### src/rtl/alu_flags_pkg.sv
package alu_flags_pkg;

  typedef enum logic [2:0] {
    OP_ADD = 3'd0,
    OP_SUB = 3'd1,
    OP_XOR = 3'd2,
    OP_OR  = 3'd3,
    OP_AND = 3'd4,
    OP_SLL = 3'd5,
    OP_SRL = 3'd6,
    OP_SRA = 3'd7
  } alu_op_e;

  localparam int unsigned FLG_C    = 0;
  localparam int unsigned FLG_V    = 1;
  localparam int unsigned FLG_Z    = 2;
  localparam int unsigned FLG_N    = 3;
  localparam int unsigned FLG_IE   = 4;
  localparam int unsigned FLG_UM   = 5;
  localparam int unsigned FLG_LIVE = 6;
  localparam int unsigned STAT_W   = 4;

  typedef struct packed {
    logic n;
    logic z;
    logic v;
    logic c;
  } status_t;

endpackage

### src/rtl/alu_addsub.sv
module alu_addsub #(
  parameter int unsigned W = 32
) (
  input  logic [W-1:0] a_i,
  input  logic [W-1:0] b_i,
  input  logic         sub_i,
  output logic [W-1:0] sum_o,
  output logic         carry_o,
  output logic         ovf_o
);
  logic [W-1:0] b_eff;
  logic [W:0]   full;

  assign b_eff = sub_i ? ~b_i : b_i;
  assign full  = {1'b0, a_i} + {1'b0, b_eff} + {{W{1'b0}}, sub_i};
  assign sum_o = full[W-1:0];
  // subtract reports borrow, the inverse of the raw carry out
  assign carry_o = sub_i ? ~full[W] : full[W];
  assign ovf_o   = (a_i[W-1] == b_eff[W-1]) && (full[W-1] != a_i[W-1]);
endmodule

### src/rtl/alu_shift.sv
module alu_shift #(
  parameter int unsigned W    = 32,
  parameter int unsigned SH_W = $clog2(W)
) (
  input  logic [W-1:0]    data_i,
  input  logic [SH_W-1:0] amt_i,
  input  logic            left_i,
  input  logic            arith_i,
  output logic [W-1:0]    data_o
);
  logic [W-1:0] rev_in, rev_out, pre;
  logic [W-1:0] stg [0:SH_W];
  logic         fill;

  for (genvar i = 0; i < W; i++) begin : g_rev
    assign rev_in[i]  = data_i[W-1-i];
    assign rev_out[i] = stg[SH_W][W-1-i];
  end

  // left shift = right shift of the bit-reversed word
  assign pre    = left_i ? rev_in : data_i;
  assign fill   = arith_i & ~left_i & data_i[W-1];
  assign stg[0] = pre;

  for (genvar s = 0; s < SH_W; s++) begin : g_stage
    localparam int unsigned STEP = 1 << s;
    assign stg[s+1] = amt_i[s] ? {{STEP{fill}}, stg[s][W-1:STEP]} : stg[s];
  end

  assign data_o = left_i ? rev_out : stg[SH_W];
endmodule

### src/rtl/alu_flag_reg.sv
module alu_flag_reg
  import alu_flags_pkg::*;
#(
  parameter int unsigned W = 32
) (
  input  logic                clk_i,
  input  logic                rst_ni,
  input  logic                upd_i,
  input  logic                load_i,
  input  logic [FLG_LIVE-1:0] wdata_i,
  input  status_t             status_i,
  output logic [W-1:0]        flags_o
);
  logic [FLG_LIVE-1:0] live_q;

  always_ff @(posedge clk_i or negedge rst_ni) begin
    if (!rst_ni) begin
      live_q <= '0;
    end else if (load_i) begin
      live_q <= wdata_i;
    end else if (upd_i) begin
      live_q[STAT_W-1:0] <= status_i;
    end
  end

  assign flags_o = {{(W-FLG_LIVE){1'b0}}, live_q};
endmodule

### src/rtl/alu_flags.sv
module alu_flags
  import alu_flags_pkg::*;
#(
  parameter int unsigned DATA_W = 32
) (
  input  logic              clk_i,
  input  logic              rst_ni,
  input  logic [DATA_W-1:0] op_a_i,
  input  logic [DATA_W-1:0] op_b_i,
  input  logic [2:0]        op_sel_i,
  input  logic              flag_upd_i,
  input  logic              flag_load_i,
  input  logic [DATA_W-1:0] flag_wdata_i,
  output logic [DATA_W-1:0] result_o,
  output logic [DATA_W-1:0] flags_o
);
  localparam int unsigned SH_W = $clog2(DATA_W);

  alu_op_e           op;
  logic [DATA_W-1:0] sum, shifted, res;
  logic              carry, ovf, is_arith;
  status_t           status;
  logic              unused_wdata_hi;

  assign op       = alu_op_e'(op_sel_i);
  assign is_arith = (op == OP_ADD) || (op == OP_SUB);

  alu_addsub #(.W(DATA_W)) u_addsub (
    .a_i    (op_a_i),
    .b_i    (op_b_i),
    .sub_i  (op == OP_SUB),
    .sum_o  (sum),
    .carry_o(carry),
    .ovf_o  (ovf)
  );

  alu_shift #(.W(DATA_W), .SH_W(SH_W)) u_shift (
    .data_i (op_a_i),
    .amt_i  (op_b_i[SH_W-1:0]),
    .left_i (op == OP_SLL),
    .arith_i(op == OP_SRA),
    .data_o (shifted)
  );

  always_comb begin
    unique case (op)
      OP_ADD, OP_SUB:         res = sum;
      OP_XOR:                 res = op_a_i ^ op_b_i;
      OP_OR:                  res = op_a_i | op_b_i;
      OP_AND:                 res = op_a_i & op_b_i;
      OP_SLL, OP_SRL, OP_SRA: res = shifted;
      default:                res = sum;
    endcase
  end

  assign status.c = is_arith & carry;
  assign status.v = is_arith & ovf;
  assign status.z = (res == '0);
  assign status.n = res[DATA_W-1];

  alu_flag_reg #(.W(DATA_W)) u_flag_reg (
    .clk_i   (clk_i),
    .rst_ni  (rst_ni),
    .upd_i   (flag_upd_i),
    .load_i  (flag_load_i),
    .wdata_i (flag_wdata_i[FLG_LIVE-1:0]),
    .status_i(status),
    .flags_o (flags_o)
  );

  assign result_o        = res;
  assign unused_wdata_hi = ^flag_wdata_i[DATA_W-1:FLG_LIVE];
endmodule

### config.mk
export PLATFORM = sky130hd
export DESIGN_NAME = alu_flags
export DESIGN_NICKNAME = d
export VERILOG_FILES = /design/src/rtl/alu_flags_pkg.sv /design/src/rtl/alu_addsub.sv /design/src/rtl/alu_shift.sv /design/src/rtl/alu_flag_reg.sv /design/src/rtl/alu_flags.sv
export SDC_FILE = /design/constraint.sdc
export NUM_CORES = 1
export LEC_CHECK = 0
export BUFFER_PORTS_ARGS = -buffer_cell sky130_fd_sc_hd__clkbuf_2
export CELL_PAD_IN_SITES_DETAIL_PLACEMENT = 1
export CELL_PAD_IN_SITES_GLOBAL_PLACEMENT = 1
export CORE_MARGIN = 4
export CORE_UTILIZATION = 42
export DETAILED_ROUTE_END_ITERATION = 8
export PLACE_DENSITY = 0.82
export SETUP_SLACK_MARGIN = 0.02
export SKIP_LAST_GASP = 1
export SLEW_MARGIN = 10
export SYNTH_ARGS = -nofsm -noshare
export SYNTH_HDL_FRONTEND = slang
export SYNTH_SLANG_ARGS = --single-unit
### constraint.sdc
create_clock -name clk_i -period 7.1 [get_ports clk_i]
set_clock_uncertainty 0.1 [all_clocks]
set_input_delay 0.71 -clock clk_i [delete_from_list [all_inputs] [get_ports clk_i]]
set_output_delay 0.71 -clock clk_i [all_outputs]
set_load 0.03 [all_outputs]
=== Word level (Yosys, flattened, before mapping) ===
Index checks and enable logic that the tools add are counted.
Widths: inputs -> output; s select.

* Register bits after elaboration: 6
* Input bits: 103

* Add/sub/neg operators: 2
* Equality and inequality tests: 9
* Mux-type cells: 12
* Bitwise logic cells: 10
* Reductions and logical operators: 7

{| class="wikitable"
|+ Operators by type and width
! kind !! number
|-
| $mux 32 || 8
|-
| $pmux 32 s5 || 1
|-
| $add 32x32->33 || 1
|-
| $add 33x1->33 || 1
|-
| $and 32x32->32 || 1
|-
| $logic_not 32->1 || 1
|-
| $not 32->32 || 1
|-
| $or 32x32->32 || 1
|-
| $xor 32x32->32 || 1
|-
| $eq 3x3->1 const B || 4
|-
| $mux 4 || 2
|-
| $eq 3x2->1 const B || 2
|-
| $and 1x1->1 || 4
|-
| $eq 3x1->1 const B || 1
|-
| $logic_not 3->1 || 1
|-
| $reduce_or 3->1 || 1
|-
| $not 1->1 || 2
|-
| $reduce_bool 2->1 || 1
|-
| $reduce_or 2->1 || 1
|-
| $eq 1x1->1 || 1
|-
| $logic_and 1x1->1 || 1
|-
| $logic_or 1x1->1 || 1
|-
| $mux 1 || 1
|-
| $ne 1x1->1 || 1
|}

=== Depth between registers and ports, before layout ===
* Word-level depth: 14
* Gate-level depth with buffers: 23
* Mapped depth without buffers: 17

=== Hierarchy ===
Synthesis repeated with hierarchy kept, for this count alone.

* Cells, all modules: 1240
* Area total of the unflattened synthesis: 8947.3 um2

{| class="wikitable"
|+ By module, submodules not included
! module !! instances !! cells an instance !! area each (um2)
|-
| alu_shift || 1 || 461 || 3594.7
|-
| alu_flags || 1 || 430 || 2728.9
|-
| alu_addsub || 1 || 300 || 2150.8
|-
| alu_flag_reg || 1 || 49 || 473.0
|}

=== Worst setup path after synthesis ===
No wires, ideal clock.

* Kind: input -> output
* From: input port op_sel_i[0]
* To: output port result_o[29]
* Data arrival time: 5.734 ns
* Setup slack: 0.556 ns
* Stages on the path: 19
* Path buffers: 8
* Cells stage by stage: buf_6 > clkbuf_1 > buf_1 > buf_2 > buf_1 > buf_2 > buf_2 > nand2_1 > buf_1 > xnor2_1 > ha_1 > a21o_1 > o21a_1 > a311oi_1 > o21ai_1 > a31oi_1 > a21oi_1 > nand2b_1 > o311ai_0

* Longest elaborated chain between the ends: 11

{| class="wikitable"
|+ Ends and longest elaborated chain
! what !! RTL line !! RTL
|-
| from (decl) || alu_flags.sv:10 || <nowiki>input logic [2:0] op_sel_i,</nowiki>
|-
| branches (longest 10 deep; another with $add 32x32->33) || -- ||
|-
| $pmux 32 s5 * || alu_flags.sv:46 || <nowiki>unique case (op)</nowiki>
|-
| to (decl) || alu_flags.sv:14 || <nowiki>output logic [DATA_W-1:0] result_o,</nowiki>
|}

Every way passes the cells marked *.

=== Final worst setup path ===
* From: input port op_sel_i[1]
* To: output port result_o[31]

The elaborated chain is that of the path after synthesis.

==> summary.md <==
| Metric | Value |
|---|---|
| Outcome | finished clean |
| Mapped Cells | ~1,100 |
| Largest net degree at the start of global routing | 47 |
| Post-Layout Inst Area | around 9000 um2 |
| Biggest regs | u_flag_reg.live_q x6 |
| FF-to-FF End | u_flag_reg.live_q[3] |
| Primary flip-flop cell chosen by synthesis mapping | dfrtp_1 |
| Layout area overhead | 9.442% |
| DP HPWL | approximately 36 mm |
| Flop-to-flop setup slack | ~6 ns |
| Setup violations, final | 0 |
| Worst endpoint required time | 6.29 ns |
| Bufs on Longest Clock Path | 2 |
| Final #Nets | roughly 1,400 |
| Synth unique cells | a little over 80 |
| Setup ws final | between 1 and 1.5 ns |
| Initial drt markers | 1,199 |
| Reg2reg start | u_flag_reg.live_q[3] |
| Antenna Diode Count | 0 |
| Die X | between 100 and 150 um |
| Number of max-cap violations | 0 |
| Leakage | approximately 4.1 nW |
| Final Hold Viols | 0 |
| Post-cts gate resize count | 0 |
| H-tree depth | 1 |
| Number of setup buffers added after CTS | 0 |
| # placed instances | 1,481 |
| Final period util | roughly 86% |
| Least-Margin Pin Slew | ~0.9 ns |
| Startpoint Class | primary input |
| Unrepaired setup endpoints after global routing | false |
| Hold WC Path Type | primary input to asynchronous set/reset pin |
| Vias | 10,350 |
| CTS Hold Bufs | 0 |
| Clock root buffer | clkbuf_16 |
| Post-route insts no fill | between 1,000 and 1,500 |
| Reg with most FFs | u_flag_reg.live_q |
| Seq cells post-synth | 6 |
| First-pass GRT wire length | between 60 and 70 mm |
| Setup TNS | 0 ns |
| Worst R2R Path Depth | 2 |
| Antenna viol nets, final | 0 |
| Clock Latency Late Sink | ~0.23 ns |
| Critical path class | primary input to output port |
| Antenna violations before repair | 0 |
| First-pass iteration count of the detailed router | 7 |
| Boundary Pins | about 170 |
| RD Place Congestion | 1.069 |
| Dpl ws | roughly 1.1 ns |
| Core area | 19,530 um2 |
| Most common cell after layout, fill and taps aside | clkbuf_2 |
| Critical path peak fanout | 25 |
| Cell Area, Placed | approximately 9100 um2 |
| Number of global-route vias before repair | about 10,000 |
| Min Tclk post-route | between 6 and 7 ns |
| YS warnings | 0 |
| CTS Buf Count | 3 |
| Starting Density | 42.96% |
| GRT Overall Usage | slightly below 40% |
| Fmax | ~0.16 GHz |
| Max-slew violations | 0 |
| Die height | 149.3 um |
| CP endpoint kind | output port |
| FFs w/ async S/R, synth | 100.0% |
| Worst-path clk slew | roughly 0.040 ns |
| Number of port buffers | 114 |
| Sequential area share after synthesis | 1.790% |
| Rel. slew slack | roughly two fifths |
| Via density | ~7 |
| Row cnt | 51 |
| DRC errors left | 0 |
| TritonCTS clock tree | done |
| CP arrival | about 5.3 ns |
| Share of layout cells above drive strength 1 | between 10% and 20% |
| Synth Cell Area | between 8000 and 9000 um2 |
| Wire per inst | 30.53 um |
| Fill count | 2,534 |
| Peak supply drop | between 50 and 60 uV |
| Most frequent cells in the layout | 114 x clkbuf_2, 106 x nand2_1, 95 x ha_1 |
| Number of flip-flops in the largest register | 6 |
| GRT overflow | 0 |
| Final WL | around 45 mm |
| EDFF count, synth | 0 |
| Pwr per Cell Area | 118.0 nW/um2 |
| Syn avg cell area | around 7.3 um2 |
| CTS sink cnt | 6 |
| Die ar. | 22,300 um2 |
-- per-stage QoR --
step / utilization (%) / total power, mW / hold WS [ns]
after CTS: 47.01 / 1.057 / 0.2128
final: 47.01 / 1.083 / 0.2088
after global placement: 46.63 / 0.9395 / 0.3911
after floorplan: - / 0.6446 / 0.3144
after detailed placement: 46.63 / 0.9550 / 0.4155
after global routing: 47.01 / 1.138 / 0.2135
-- cell usage after synthesis (9+ instances only) --
| cell | count | area [um2] |
|---|---|---|
| o21ai_0 | 60 | 300.3 |
| nor3_1 | 28 | 140.1 |
| a21oi_1 | 90 | 450.4 |
| a211oi_1 | 21 | 157.7 |
| nand3_1 | 24 | 120.1 |
| buf_4 | 28 | 210.2 |
| a31oi_1 | 16 | 100.1 |
| nor2_1 | 93 | 349.1 |
| inv_1 | 75 | 281.5 |
| and3_1 | 10 | 62.56 |
| xnor2_1 | 45 | 394.1 |
| mux2i_1 | 40 | 400.4 |
| buf_1 | 17 | 63.81 |
| xor2_1 | 12 | 105.1 |
| nand2_1 | 107 | 401.6 |
| mux4_2 | 51 | 1149 |
| and2_1 | 11 | 68.82 |
| o211ai_1 | 16 | 120.1 |
| o22ai_1 | 26 | 162.7 |
| buf_2 | 16 | 80.08 |
| clkbuf_1 | 43 | 161.4 |
| nand4_1 | 13 | 81.33 |
| nand2b_1 | 14 | 87.58 |
| mux2_2 | 9 | 101.4 |
| ha_1 | 95 | 1189 |
| a21o_1 | 11 | 82.58 |
-- worst max-delay path: stages --
cell and delay, ns:
clkbuf_2 0.41, nor2_1 0.14, nand2_2 0.23, buf_4 0.46
xnor2_1 0.18, ha_1 0.31, a21o_1 0.23, o21a_1 0.19
a311oi_1 0.24, o21ai_1 0.25, a31oi_1 0.55, a21oi_1 0.23
o31a_1 0.39, nand3_1 0.10, o21ai_0 0.10, a21oi_1 0.27
clkbuf_2 0.26
-- layer usage --
layer / track usage, % / share of wire (%)
met3: 8.873 / 11
met4: 17.03 / 5.6
met2: 61.28 / 44
met1: 52.02 / 39
met5: 0 / 0
-- layout make-up --
| class | instances | area (um2) | share of cell area [%] |
|---|---|---|---|
| well taps | 265 | 331.6 | 3.612 |
| repair buffers | 148 | 825.8 | 8.996 |
| multi-input cells | 983 | 7501 | 81.71 |
| clock buffers | 3 | 75.07 | 0.8178 |
| flip-flops and latches | 6 | 150.1 | 1.636 |
| inverters | 79 | 296.5 | 3.230 |
-- how the worst max path moves through the flow --
stage,start,end,slack (ns),depth (start not counted)
finish,op_sel_i[1],result_o[31],1.02,17
CTS,op_sel_i[1],result_o[31],1.14,17
floorplan,op_sel_i[0],result_o[29],0.56,19
global placement,op_sel_i[1],result_o[31],1.31,17
detailed placement,op_sel_i[1],u_flag_reg.live_q[2],1.13,18
global route,op_sel_i[1],result_o[30],0.64,16
-- where the power goes --
group          total, mW  switching (mW)  leakage (nW)  internal [mW]
clock network     0.0950          0.0224        0.0370         0.0726
logic              0.948           0.638          3.98          0.310
registers         0.0400         0.00224        0.0729         0.0377
-- kinds of logic (layout without fill, tap and decap cells) --
| kind of cell | after synthesis | after routing | share of synthesized area (%) |
|---|---|---|---|
| xor+xnor | 57 | 57 | 5.952 |
| other cells | 1 | 26 | 0.04471 |
| buf+inv | 185 | 230 | 9.949 |
| simple gates | 341 | 341 | 19.29 |
| mux | 101 | 101 | 19.81 |
| flops | 6 | 6 | 1.790 |
| fa+ha+maj | 96 | 96 | 14.41 |
| compound gates | 362 | 362 | 28.76 |
Note: power is estimated with default switching activity, not from simulation.
